--- config.mk ---
export PLATFORM = sky130hd
export DESIGN_NAME = irq_vector_arb
export DESIGN_NICKNAME = d
export VERILOG_FILES = /design/src/rtl/irq_vec_pkg.sv /design/src/rtl/nmi_capture.sv /design/src/rtl/line_prio.sv /design/src/rtl/irq_vector_arb.sv
export SDC_FILE = /design/constraint.sdc
export NUM_CORES = 1
export LEC_CHECK = 0
export BUFFER_PORTS_ARGS = -buffer_cell sky130_fd_sc_hd__buf_2
export CAP_MARGIN = 10
export CORE_MARGIN = 5
export CORE_UTILIZATION = 38
export DETAILED_ROUTE_END_ITERATION = 16
export PLACE_DENSITY_LB_ADDON = 0.08
export SYNTH_ARGS = -nofsm -noshare
export SYNTH_HDL_FRONTEND = slang
export SYNTH_SLANG_ARGS = --single-unit
--- constraint.sdc ---
create_clock -name clk -period 2.12 [get_ports clk]
set_input_delay 0.424 -clock clk [delete_from_list [all_inputs] [get_ports clk]]
set_output_delay 0.424 -clock clk [all_outputs]
set_load 0.01 [all_outputs]
--- src/rtl/irq_vec_pkg.sv ---
package irq_vec_pkg;

  localparam int VEC_W        = 16;
  localparam logic [VEC_W-1:0] BOOT_VEC = 16'hFFFE;
  localparam logic [VEC_W-1:0] NMI_VEC  = 16'hFFFC;
  localparam logic [VEC_W-1:0] IDLE_VEC = 16'h0000;

  // Maskable vectors sit just below the non-maskable one, two bytes apart.
  function automatic logic [VEC_W-1:0] line_vec(input int unsigned n, input int unsigned lines);
    logic [VEC_W-1:0] base;
    base = NMI_VEC - VEC_W'(2 * lines);
    return base + VEC_W'(2 * n);
  endfunction

  typedef enum logic [1:0] {
    WIN_NONE = 2'd0,
    WIN_LINE = 2'd1,
    WIN_NMI  = 2'd2,
    WIN_BOOT = 2'd3
  } win_e;

endpackage

--- src/rtl/nmi_capture.sv ---
module nmi_capture #(
  parameter int STAGES = 2
) (
  input  logic clk,
  input  logic rst_n,
  input  logic pin,
  input  logic clr,
  output logic rise,
  output logic pending
);

  logic [STAGES-1:0] sync_q;
  logic              last_q;

  generate
    for (genvar s = 0; s < STAGES; s++) begin : g_sync
      if (s == 0) begin : g_first
        always_ff @(posedge clk or negedge rst_n) begin
          if (!rst_n) sync_q[0] <= 1'b0;
          else        sync_q[0] <= pin;
        end
      end else begin : g_next
        always_ff @(posedge clk or negedge rst_n) begin
          if (!rst_n) sync_q[s] <= 1'b0;
          else        sync_q[s] <= sync_q[s-1];
        end
      end
    end
  endgenerate

  always_ff @(posedge clk or negedge rst_n) begin
    if (!rst_n) last_q <= 1'b0;
    else        last_q <= sync_q[STAGES-1];
  end

  assign rise = sync_q[STAGES-1] & ~last_q;

  // A fresh edge wins over a clear in the same cycle.
  always_ff @(posedge clk or negedge rst_n) begin
    if (!rst_n)    pending <= 1'b0;
    else if (rise) pending <= 1'b1;
    else if (clr)  pending <= 1'b0;
  end

endmodule

--- src/rtl/line_prio.sv ---
module line_prio #(
  parameter int NUM_IRQ = 14,
  localparam int IDX_W = (NUM_IRQ > 1) ? $clog2(NUM_IRQ) : 1
) (
  input  logic [NUM_IRQ-1:0] lines,
  output logic               found,
  output logic [IDX_W-1:0]   idx,
  output logic [NUM_IRQ-1:0] grant
);

  logic [NUM_IRQ:0] above;

  assign above[NUM_IRQ] = 1'b0;

  generate
    for (genvar i = NUM_IRQ - 1; i >= 0; i--) begin : g_chain
      assign grant[i] = lines[i] & ~above[i+1];
      assign above[i] = lines[i] | above[i+1];
    end
  endgenerate

  assign found = above[0];

  always_comb begin
    idx = '0;
    for (int i = 0; i < NUM_IRQ; i++) begin
      if (grant[i]) idx = IDX_W'(i);
    end
  end

endmodule

--- src/rtl/irq_vector_arb.sv ---
module irq_vector_arb
  import irq_vec_pkg::*;
#(
  parameter int NUM_IRQ     = 14,
  parameter int SYNC_STAGES = 2
) (
  input  logic               clk,
  input  logic               rst_n,
  input  logic               boot_req,
  input  logic [NUM_IRQ-1:0] irq_req,
  input  logic               nmi_pin,
  input  logic               gie,
  input  logic               nmi_en,
  input  logic               take,
  output logic               pend,
  output logic [VEC_W-1:0]   vec_addr,
  output logic [NUM_IRQ-1:0] irq_ack
);

  localparam int IDX_W = (NUM_IRQ > 1) ? $clog2(NUM_IRQ) : 1;

  logic               nmi_rise;
  logic               nmi_pend;
  logic               nmi_live;
  logic               nmi_clr;
  logic [NUM_IRQ-1:0] masked;
  logic               line_found;
  logic [IDX_W-1:0]   line_idx;
  logic [NUM_IRQ-1:0] line_grant;
  win_e               winner;
  logic               win_nmi;

  nmi_capture #(.STAGES(SYNC_STAGES)) u_nmi (
    .clk     (clk),
    .rst_n   (rst_n),
    .pin     (nmi_pin),
    .clr     (nmi_clr),
    .rise    (nmi_rise),
    .pending (nmi_pend)
  );

  assign masked   = gie ? irq_req : '0;
  assign nmi_live = nmi_pend & nmi_en;

  line_prio #(.NUM_IRQ(NUM_IRQ)) u_prio (
    .lines (masked),
    .found (line_found),
    .idx   (line_idx),
    .grant (line_grant)
  );

  always_comb begin
    if (boot_req)        winner = WIN_BOOT;
    else if (nmi_live)   winner = WIN_NMI;
    else if (line_found) winner = WIN_LINE;
    else                 winner = WIN_NONE;
  end

  assign win_nmi = (winner == WIN_NMI);
  assign nmi_clr = take & win_nmi;
  assign pend    = (winner != WIN_NONE);

  always_comb begin
    unique case (winner)
      WIN_BOOT: vec_addr = BOOT_VEC;
      WIN_NMI:  vec_addr = NMI_VEC;
      WIN_LINE: vec_addr = line_vec(int'(line_idx), NUM_IRQ);
      default:  vec_addr = IDLE_VEC;
    endcase
  end

  assign irq_ack = (take && winner == WIN_LINE) ? line_grant : '0;

endmodule

# == Word level (Yosys, flattened, before mapping) ==
# Cells that the tools add are included.
# totals
ff_bits,4
inputBits,21
out_inout_bits,31
word_cells,75
# classes
addsub,1
n_eq_ne,3
muxes,21
bitwise_logic,43
n_reduce_logical,3
# op_table
op,n
$mux 4,12
$pmux 16 s3,1
$mux 14,2
$and 1x1->1,16
$not 1->1,14
$or 1x1->1,13
$add 6x6->7 const A,1
$eq 2x2->1 const B,2
$mux 1,4
$mux 2,2
$reduce_bool 2->1,2
$eq 2x1->1 const B,1
$logic_and 1x1->1,1

# == Longest topological paths before layout ==
# Gate-level depths: netlist of the first run.
# depth
depth_word,29
ltp_mapped,5
mapped_depth_nobuf,4

# == Cells and area by module ==
# A second synthesis of the first run with hierarchy kept.
# hier_totals
cells_unflattened,105
area_unflattened_um2,765.7
# by_module_without_submodules
module,n_inst,cells_per_inst,area_per_inst_um2,seq_area_each_um2
irq_vector_arb,1,56,371.6,0.0
line_prio,1,42,269.0,0.0
nmi_capture,1,7,125.1,100.1

# == Worst setup path before layout of the first run ==
# No wires, ideal clock.
# synth_timing
path_kind,input -> output
startpoint,in irq_req[4]
endpoint,out vec_addr[10]
t_arrival_ps,1525
required_ps,1696
slack_ps,171
cell_stages,5
n_path_buf,1
path_cell_list,nor4_4 -> nand4_2 -> nand2_1 -> nand2_1 -> buf_4
# synth_between
elab_chain_cells,21
# synth_rtl
element,line_no,text
"start, declared",irq_vector_arb.sv:10,"input logic [NUM_IRQ-1:0] irq_req,"
$mux 14 *,irq_vector_arb.sv:42,assign masked = gie ? irq_req : '0;
$or 1x1->1 (3 in a row),line_prio.sv:18,assign above[i] = lines[i] | above[i+1];
$not 1->1,line_prio.sv:17,assign grant[i] = lines[i] & ~above[i+1];
$and 1x1->1,line_prio.sv:17,
$mux 1,line_prio.sv:27,if (grant[i]) idx = IDX_W'(i);
$mux 4 (12 in a row),line_prio.sv:27,
$add 6x6->7,irq_vec_pkg.sv:12,return base + VEC_W'(2 * n);
$pmux 16 s3 *,irq_vector_arb.sv:64,unique case (winner)
"end, declared",irq_vector_arb.sv:16,"output logic [VEC_W-1:0] vec_addr,"
# Every way passes the cells marked *; elsewhere a longest branch is shown, timed or not.

# == Worst setup path after layout of the first run ==
# layout_timing
startpoint,in boot_req
endpoint,out irq_ack[6]
# layout_between
elab_chain_cells,4
# layout_rtl
element,line_no,text
"start, declared",irq_vector_arb.sv:9,"input logic boot_req,"
$mux 2,irq_vector_arb.sv:53,if (boot_req) winner = WIN_BOOT;
$eq 2x1->1,irq_vector_arb.sv:72,assign irq_ack = (take && winner == WIN_LINE) ? line_grant : '0;
$logic_and 1x1->1,irq_vector_arb.sv:72,
$mux 14,irq_vector_arb.sv:72,
"end, declared",irq_vector_arb.sv:17,output logic [NUM_IRQ-1:0] irq_ack
# Every way passes these cells.

==> flow_summary.json, run 1 <==
{
  "multiInputGateArea_um2": 430,
  "design.portCount": 52,
  "hpwl_um": 1450,
  "cp.required_ps": 1700,
  "clk_path_buf_depth": 2,
  "switchingPower_w": 0.0000955,
  "gr-total-overflow": 0,
  "area_delta_synth_final_pct": 49.9,
  "die_h_um": 50.5,
  "fp.dieArea_um2": 2550,
  "syn_inst": 77,
  "critical_path_arrival_ps": 1650,
  "fin_nets": 152,
  "rsz0062_at_grt": "false",
  "grt_pass1_wl_um": 2880,
  "syn_area_per_cell_um2": 8.11,
  "path_clk_slew_ps": 30,
  "cts.sinks": 4,
  "p_seq_frac": 0.287,
  "fin_skew_ps": 0.392,
  "regArea_um2": 100,
  "clock_latency_ps": 230,
  "nFillCells": 160,
  "core_region_area_um2": 1520,
  "crit_type": "primary input to output pin",
  "placementRows": 14,
  "drt_iter0_drc": 9,
  "setup_viol": 0,
  "drt_drc_violations_left": 0,
  "ys_seq_area_frac": 0.160,
  "p_per_area_nw_per_um2": 313,
  "synth.ff_latch_count": 4,
  "cp_max_fo": 5,
  "io_buffer_count": 50,
  "synth.distinct_cells": 33,
  "whs_ps": 305,
  "synth_area_um2": 624,
  "max-vdd-ir-drop_mv": 0.521,
  "wirelength_um": 1780,
  "p_int_w": 0.000197,
  "outcome": "complete, no violations",
  "tns_ps": 0,
  "start_util": 0.410,
  "diodes": 0,
  "start_kind": "primary input",
  "finalHoldViolCount": 0,
  "clkPwrFrac": 0.306,
  "die_w_um": 50.5,
  "syn-num-nets": 98,
  "slew_violations": 0,
  "wl_per_cell_um": 12.3,
  "htree_levels": 1,
  "root_buffer": "clkbuf_4",
  "period_needed_ps": 2070,
  "max-cap-violations": 0,
  "antenna_found_initial": 0,
  "grt_max_degree": 13,
  "firstDrtPassIters": 4,
  "p_leak_nw": 0.513,
  "drt.antenna.violating_nets": 0,
  "first_global_vias": 678,
  "gp_congestion": 0.712,
  "track_usage": 0.139,
  "viasPerCell": 4.93,
  "numCtsBuffers": 3,
  "p_sw_frac": 0.326,
  "end_kind": "output pin",
  "fmax_ghz": 0.482,
  "drive_gt1_frac": 0.605,
  "power_frac_comb": 0.406,
  "hp-class": "primary input to register",
  "min_period_over_period": 0.978,
  "ys.warnings.count": 0,
  "cts_tree": "built",
  "vias": 715
}
-- cell type report --
class	count	area share
Clock buffer	3	0.0241
Tap cell	16	0.0214
Sequential cell	4	0.107
Inverter	5	0.0201
Multi-Input combinational cell	56	0.460
Timing Repair Buffer	61	0.368
-- stage by stage --
stage          instances  setup slack (ps)  total power, W  utilization  area (um2)
3_3_place_gp         137              65.0        0.000198        0.557         850
6_report             145              46.5        0.000293        0.614         936
5_1_grt              145             0.707        0.000321        0.614         936
2_1_floorplan         77               171        0.000148            -         624
3_5_place_dp         137              27.0        0.000198        0.557         850
4_1_cts              141              30.9        0.000292        0.579         882
-- cell usage after synthesis, drive strengths merged --
| cell type | count | area, um2 |
|---|---|---|
| buf | 12 | 90.1 |
| nand2 | 8 | 32.5 |
| and3 | 6 | 38.8 |
| inv | 5 | 18.8 |
| nor3 | 5 | 35.0 |
| o21ai | 5 | 25.0 |
| a21oi | 4 | 20.0 |
| dfrtp | 4 | 100 |
| and2 | 3 | 18.8 |
| nor2 | 3 | 11.3 |
| and4b | 2 | 20.0 |
| nor4 | 2 | 42.5 |
| nor4b | 2 | 38.8 |
| o21a | 2 | 15.0 |
| a211o | 1 | 8.76 |
| a211oi | 1 | 12.5 |
| a31oi | 1 | 6.26 |
| and2b | 1 | 8.76 |
| and3b | 1 | 8.76 |
| and4 | 1 | 10.0 |
| conb | 1 | 3.75 |
| nand2b | 1 | 6.26 |
| nand3 | 1 | 10.0 |
| nand3b | 1 | 7.51 |
| nand4 | 1 | 12.5 |
| nor2b | 1 | 6.26 |
| nor3b | 1 | 7.51 |
| o311ai | 1 | 8.76 |
-- power groups by stage --
| stage | Clock (W) | Combinational, W | Sequential [W] |
|---|---|---|---|
| global route | 0.000105 | 0.000132 | 0.0000847 |
| finish | 0.0000897 | 0.000119 | 0.0000842 |
| detailed placement | 0 | 0.000113 | 0.0000852 |
| CTS | 0.0000930 | 0.000115 | 0.0000842 |
| global placement | 0 | 0.000113 | 0.0000849 |
| floorplan | 0 | 0.0000630 | 0.0000846 |
-- cells in the final DEF (no fill, tap or decap), drive strengths merged, types with 2 or more instances in the layout --
cell type	instances
o21ai	5
and3	6
nor3	5
nor4	2
nor4b	2
inv	5
buf	60
nand2	8
and4b	2
nor2	3
clkbuf	3
o21a	2
a21oi	4
dfrtp	4
and2	3
-- critical path: stages --
cell and delay (ps):
buf_2 120, and2b_2 230, nand3_2 180, a211oi_2 330
nor3b_1 210, buf_2 160
-- state kept, by name, summed over array words and instances (netlist names) --
| signal | cells |
|---|---|
| u_nmi.sync_q | 2 |
| u_nmi.last_q | 1 |
| u_nmi.pending | 1 |
-- path summary, 6_finish.rpt --
check	startpoint	to	slack (ps)	depth (start not counted)
worst min-delay path	nmi_pin	u_nmi.sync_q[0]	300	1
max in group asynchronous	rst_n	u_nmi.sync_q[1]	1450	2
worst max register to register	u_nmi.pending	u_nmi.pending	1490	2
worst min register to register	u_nmi.sync_q[0]	u_nmi.sync_q[1]	350	0
min in group asynchronous	rst_n	u_nmi.last_q	560	2
worst max-delay path	boot_req	irq_ack[6]	50	6
-- kinds of logic (layout without fill, tap and decap cells) --
family,count (synthesis),in the layout,synth area share
buffers and inverters,17,69,0.174
and+or+nand+nor,40,40,0.505
AOI/OAI and AO/OA,15,15,0.154
DFF,4,4,0.160
other,1,1,0.00601
-- per-layer routing --
metal,global-route usage,part of all wire
met4,0.0383,0
met1,0.168,0.42
met3,0.0414,0.10
met2,0.238,0.47
met5,0,0
-- timing repair --
item / 4_1_cts / 5_1_grt
setup buffers: 0 / 4
hold buffers: 1 / 0
setup endpoints to repair: 0 / 20
gates resized for setup: 0 / 7
hold endpoints to repair: 4 / 0
(Power assumes the default switching activity.)
==> run 2, diff against run 1 <==
==> constraint.sdc (replaced) <==
create_clock -name clk -period 1.95 [get_ports clk]
set_input_delay 0.2925 -clock clk [delete_from_list [all_inputs] [get_ports clk]]
set_output_delay 0.2925 -clock clk [all_outputs]
set_load 0.01 [all_outputs]
==> run 2 against run 1 <==
Net effect:
- final cell count down 2.8%
- non-clock buffer count fell by 4
- first-iteration DRC count down 33%
- wire length down 0.17%
- clock power is 16% higher
- combinational power up 7%
- critical path type unchanged
- highest routed layer is now met4
==> flow_summary.json, run 2 (synthesis gave the netlist of run 1 again) <==
{
  "outcome": "complete, no violations",
  "root_buffer": "clkbuf_4",
  "drt_drc_violations_left": 0,
  "antenna_found_initial": 0,
  "vias": 716,
  "track_usage": 0.137,
  "regMostFlops": "u_nmi.sync_q",
  "tns_ps": 0,
  "grt_pass1_wl_um": 2800,
  "clk_path_buf_depth": 2,
  "clock_latency_ps": 240,
  "nFillCells": 152,
  "hp-class": "primary input to register",
  "dpl_cell_area_um2": 835,
  "firstDrtPassIters": 5,
  "drt.antenna.violating_nets": 0,
  "fin_area_um2": 913,
  "die_w_um": 50.5,
  "cts_tree": "built",
  "p_per_area_nw_per_um2": 354,
  "gp_congestion": 0.780,
  "end_kind": "output pin",
  "max-vdd-ir-drop_mv": 0.347,
  "final_common_cell": "buf_2",
  "pre_cts_ws_ps": 126,
  "p_leak_nw": 0.497,
  "largest_reg_flops": 2,
  "grtUsageMet3": 0.0325,
  "reg.largest.list": "u_nmi.sync_q x2, u_nmi.last_q x1, u_nmi.pending x1",
  "critical_path_arrival_ps": 1580,
  "diodes": 0,
  "fin_skew_ps": 4.27,
  "min_period_over_period": 0.961,
  "die_h_um": 50.5,
  "area_delta_synth_final_pct": 46.3,
  "placementRows": 14,
  "wl_per_cell_um": 12.6,
  "cts.sinks": 4,
  "gr-usage-met2": 0.223,
  "drive_gt1_frac": 0.592,
  "core_region_area_um2": 1520,
  "start_util": 0.410,
  "crit_type": "primary input to output pin",
  "slew_violations": 0,
  "viasPerCell": 5.08,
  "numCtsBuffers": 3,
  "wirelength_um": 1780,
  "finalHoldViolCount": 0,
  "start_kind": "primary input",
  "rsz0062_at_grt": "false",
  "htree_levels": 1,
  "io_buffer_count": 50,
  "fmax_ghz": 0.533,
  "period_needed_ps": 1870,
  "max-cap-violations": 0,
  "first_global_vias": 662,
  "drt_iter0_drc": 6,
  "design.portCount": 52,
  "worst_slack_ps": 75.6,
  "grt-busiest-layer": "met2",
  "grt_use_met1": 0.168,
  "fin_nets": 148,
  "post-route-util": 0.599,
  "final_cell_mix": "buf_2, nand2_1, buf_4",
  "cp.required_ps": 1660,
  "cp_max_fo": 5,
  "setup_viol": 0,
  "fp.dieArea_um2": 2550,
  "grt_max_degree": 13,
  "hpwl_um": 1420,
  "gr-total-overflow": 0,
  "path_clk_slew_ps": 40
}
[run 2: worst max-delay path: stages]
cell and delay (ps):
buf_2 130, nor4_4 400, buf_4 180, buf_4 90, buf_4 110, a211oi_4 60
and4b_1 180, buf_2 130
[run 2: final cells by class]
class                   count  area, um2  share of cell area
repair buffers             57        305               0.334
well taps                  16       20.0              0.0219
inverters                   5       18.8              0.0205
multi-input cells          56        447               0.489
clock buffers               3       22.5              0.0247
flip-flops and latches      4        100               0.110
[run 2: metal layers]
metal	wire length, um	vias up
li1	-	364
met1	751	308
met2	823	40
met3	186	4
met4	17	0
met5	0	-
[run 2: power by group]
group / internal (W) / switching (W)
sequential: 0.0000889 / 0.00000275
combinational: 0.0000532 / 0.0000738
clock: 0.0000690 / 0.0000354
total: 0.000211 / 0.000112
[run 2: repair_timing]
item | 4_1_cts | 5_1_grt
hold buffers | 1 | 0
cloned | 0 | 0
buffers inserted | 0 | 2
endpoints found under the setup margin | 1 | 17
hold endpoints to repair | 4 | 0
pin swaps | 1 | 2
gates resized for setup | 0 | 5
[run 2: worst paths after layout]
check / from / to / slack (ps) / cells after the start
max reg2reg: u_nmi.pending / u_nmi.pending / 1320 / 2
min reg2reg: u_nmi.sync_q[0] / u_nmi.sync_q[1] / 340 / 0
min in group asynchronous: rst_n / u_nmi.sync_q[1] / 380 / 2
min: nmi_pin / u_nmi.sync_q[0] / 170 / 1
max: irq_req[5] / irq_ack[4] / 80 / 8
max in group asynchronous: rst_n / u_nmi.sync_q[0] / 1440 / 2
[run 2: stage by stage]
stage	power (W)	instances	hold slack, ps
2_1_floorplan	0.000160	77	-3.09
3_3_place_gp	0.000211	135	96.9
3_5_place_dp	0.000213	135	104
4_1_cts	0.000322	139	160
5_1_grt	0.000351	141	155
6_report	0.000323	141	167
==> run 3, diff against run 2 <==
CORE_ASPECT_RATIO = 0.9   (was unset)
==> run 3 against run 2 <==
Net effect:
- global-route usage shrank 0.32 points
- hold slack gained 5.2 ps
- cell area shrank 2.3%
- sequential power is essentially flat
- largest power group unchanged
==> flow_summary.json, run 3 (synthesis gave the netlist of run 1 again) <==
{
  "core_region_area_um2": 1500,
  "fmax_ghz": 0.530,
  "fp.dieArea_um2": 2550,
  "design.portCount": 52,
  "diodes": 0,
  "hpwl_um": 1460,
  "die_w_um": 52.7,
  "cp.required_ps": 1660,
  "drt_drc_violations_left": 0,
  "gp_congestion": 0.824,
  "worst_slack_ps": 62.8,
  "viasPerCell": 4.86,
  "critical_path_arrival_ps": 1590,
  "final_cell_mix": "buf_2, nand2_1, inv_1, and3_1",
  "first_global_vias": 668,
  "regMostFlops": "u_nmi.sync_q",
  "switchingPower_w": 0.000106,
  "fin_skew_ps": 4.45,
  "dpl_cell_area_um2": 827,
  "max-cap-violations": 0,
  "gr-total-overflow": 0,
  "p_int_w": 0.000209,
  "nFillCells": 168,
  "start_kind": "register",
  "drt.antenna.violating_nets": 0,
  "p_sw_frac": 0.338,
  "fin_nets": 146,
  "grt_max_degree": 13,
  "crit_type": "register to output pin",
  "end_kind": "output pin",
  "p_per_area_nw_per_um2": 353,
  "vias": 705,
  "die_h_um": 48.5,
  "area_delta_synth_final_pct": 42.9,
  "path_clk_slew_ps": 40,
  "fin_area_um2": 892,
  "reg.largest.list": "u_nmi.sync_q x2, u_nmi.last_q x1, u_nmi.pending x1",
  "antenna_found_initial": 0,
  "slew_violations": 0,
  "post-route-util": 0.596,
  "placementRows": 13,
  "min_period_over_period": 0.968,
  "tns_ps": 0,
  "dp.cells": 139,
  "final_common_cell": "buf_2",
  "numCtsBuffers": 3,
  "track_usage": 0.134,
  "clk_path_buf_depth": 2,
  "hp-class": "primary input to register",
  "clkPwrFrac": 0.314,
  "rsz0062_at_grt": "true",
  "cts_tree": "built",
  "stdcell_count": 145,
  "p_seq_frac": 0.291,
  "outcome": "complete, no violations",
  "clock_latency_ps": 230,
  "wirelength_um": 1750,
  "largest_reg_flops": 2,
  "drive_gt1_frac": 0.577,
  "period_needed_ps": 1890,
  "io_buffer_count": 50,
  "drt_iter0_drc": 6,
  "grt_pass1_wl_um": 2730,
  "firstDrtPassIters": 4,
  "start_util": 0.417,
  "root_buffer": "clkbuf_4",
  "wl_per_cell_um": 12.0,
  "setup_viol": 0,
  "cts.sinks": 4,
  "htree_levels": 1,
  "pre_cts_ws_ps": 86.4,
  "max-vdd-ir-drop_mv": 0.326,
  "finalHoldViolCount": 0,
  "cp_max_fo": 5,
  "p_leak_nw": 0.484,
  "power_frac_comb": 0.395
}
==> run 3: cell count changes in the layout (fill, tap and decap cells not counted) <==
cell     before  now
buf_4         6    4
nor3b_1       0    1
nor3b_2       1    0
nor4b_2       0    1
nor4b_4       2    1
==> run 3: path summary, 6_finish.rpt <==
| check | to | depth (start not counted) | slack, ps | start |
|---|---|---|---|---|
| worst max-delay path | irq_ack[6] | 5 | 60 | u_nmi.pending |
| worst min-delay path | u_nmi.sync_q[0] | 1 | 170 | nmi_pin |
| worst max register to register | u_nmi.pending | 2 | 1290 | u_nmi.pending |
| worst min register to register | u_nmi.sync_q[1] | 0 | 340 | u_nmi.sync_q[0] |
| max in group asynchronous | u_nmi.sync_q[1] | 2 | 1440 | rst_n |
| min in group asynchronous | u_nmi.last_q | 2 | 390 | rst_n |
==> run 3: critical path, cell delays in order (launching register included) <==
cell and delay, ps:
dfrtp_1 390, nand2_1 140, nand3_4 140, a211oi_4 290, nor3b_1 240, buf_2 170
==> run 3: what timing repair did <==
item                       CTS  global route
setup endpoints to repair    0            21
hold endpoints to repair     4             0
gates resized for setup      0             3
setup buffers                0             2
hold buffers                 1             0
==> run 3: cell type report <==
type	instances	area, um2	share of cell area
Inverter	5	18.8	0.0210
Multi-Input combinational cell	56	433	0.485
Timing Repair Buffer	55	290	0.325
Tap cell	22	27.5	0.0309
Clock buffer	3	22.5	0.0252
Sequential cell	4	100	0.112
==> run 3: stage by stage <==
step           hold slack (ps)  total power, W
6_report                   172        0.000315
5_1_grt                    172        0.000337
4_1_cts                    168        0.000316
3_5_place_dp               102        0.000212
3_3_place_gp              97.5        0.000209
2_1_floorplan            -3.09        0.000160
==> run 3: per-layer routing <==
metal  track usage  share of wire  vias up
met5             0              0        -
met1         0.157           0.38      320
li1              -              -      355
met3        0.0214          0.092        2
met4        0.0383         0.0069        0
met2         0.242           0.52       28
==> run 3: power by group through the flow <==
| stage | Sequential, W | Clock (W) | Combinational (W) |
|---|---|---|---|
| floorplan | 0.0000920 | 0 | 0.0000685 |
| global placement | 0.0000924 | 0 | 0.000117 |
| detailed placement | 0.0000928 | 0 | 0.000119 |
| CTS | 0.0000918 | 0.000103 | 0.000121 |
| global route | 0.0000925 | 0.000108 | 0.000136 |
| finish | 0.0000917 | 0.0000989 | 0.000124 |
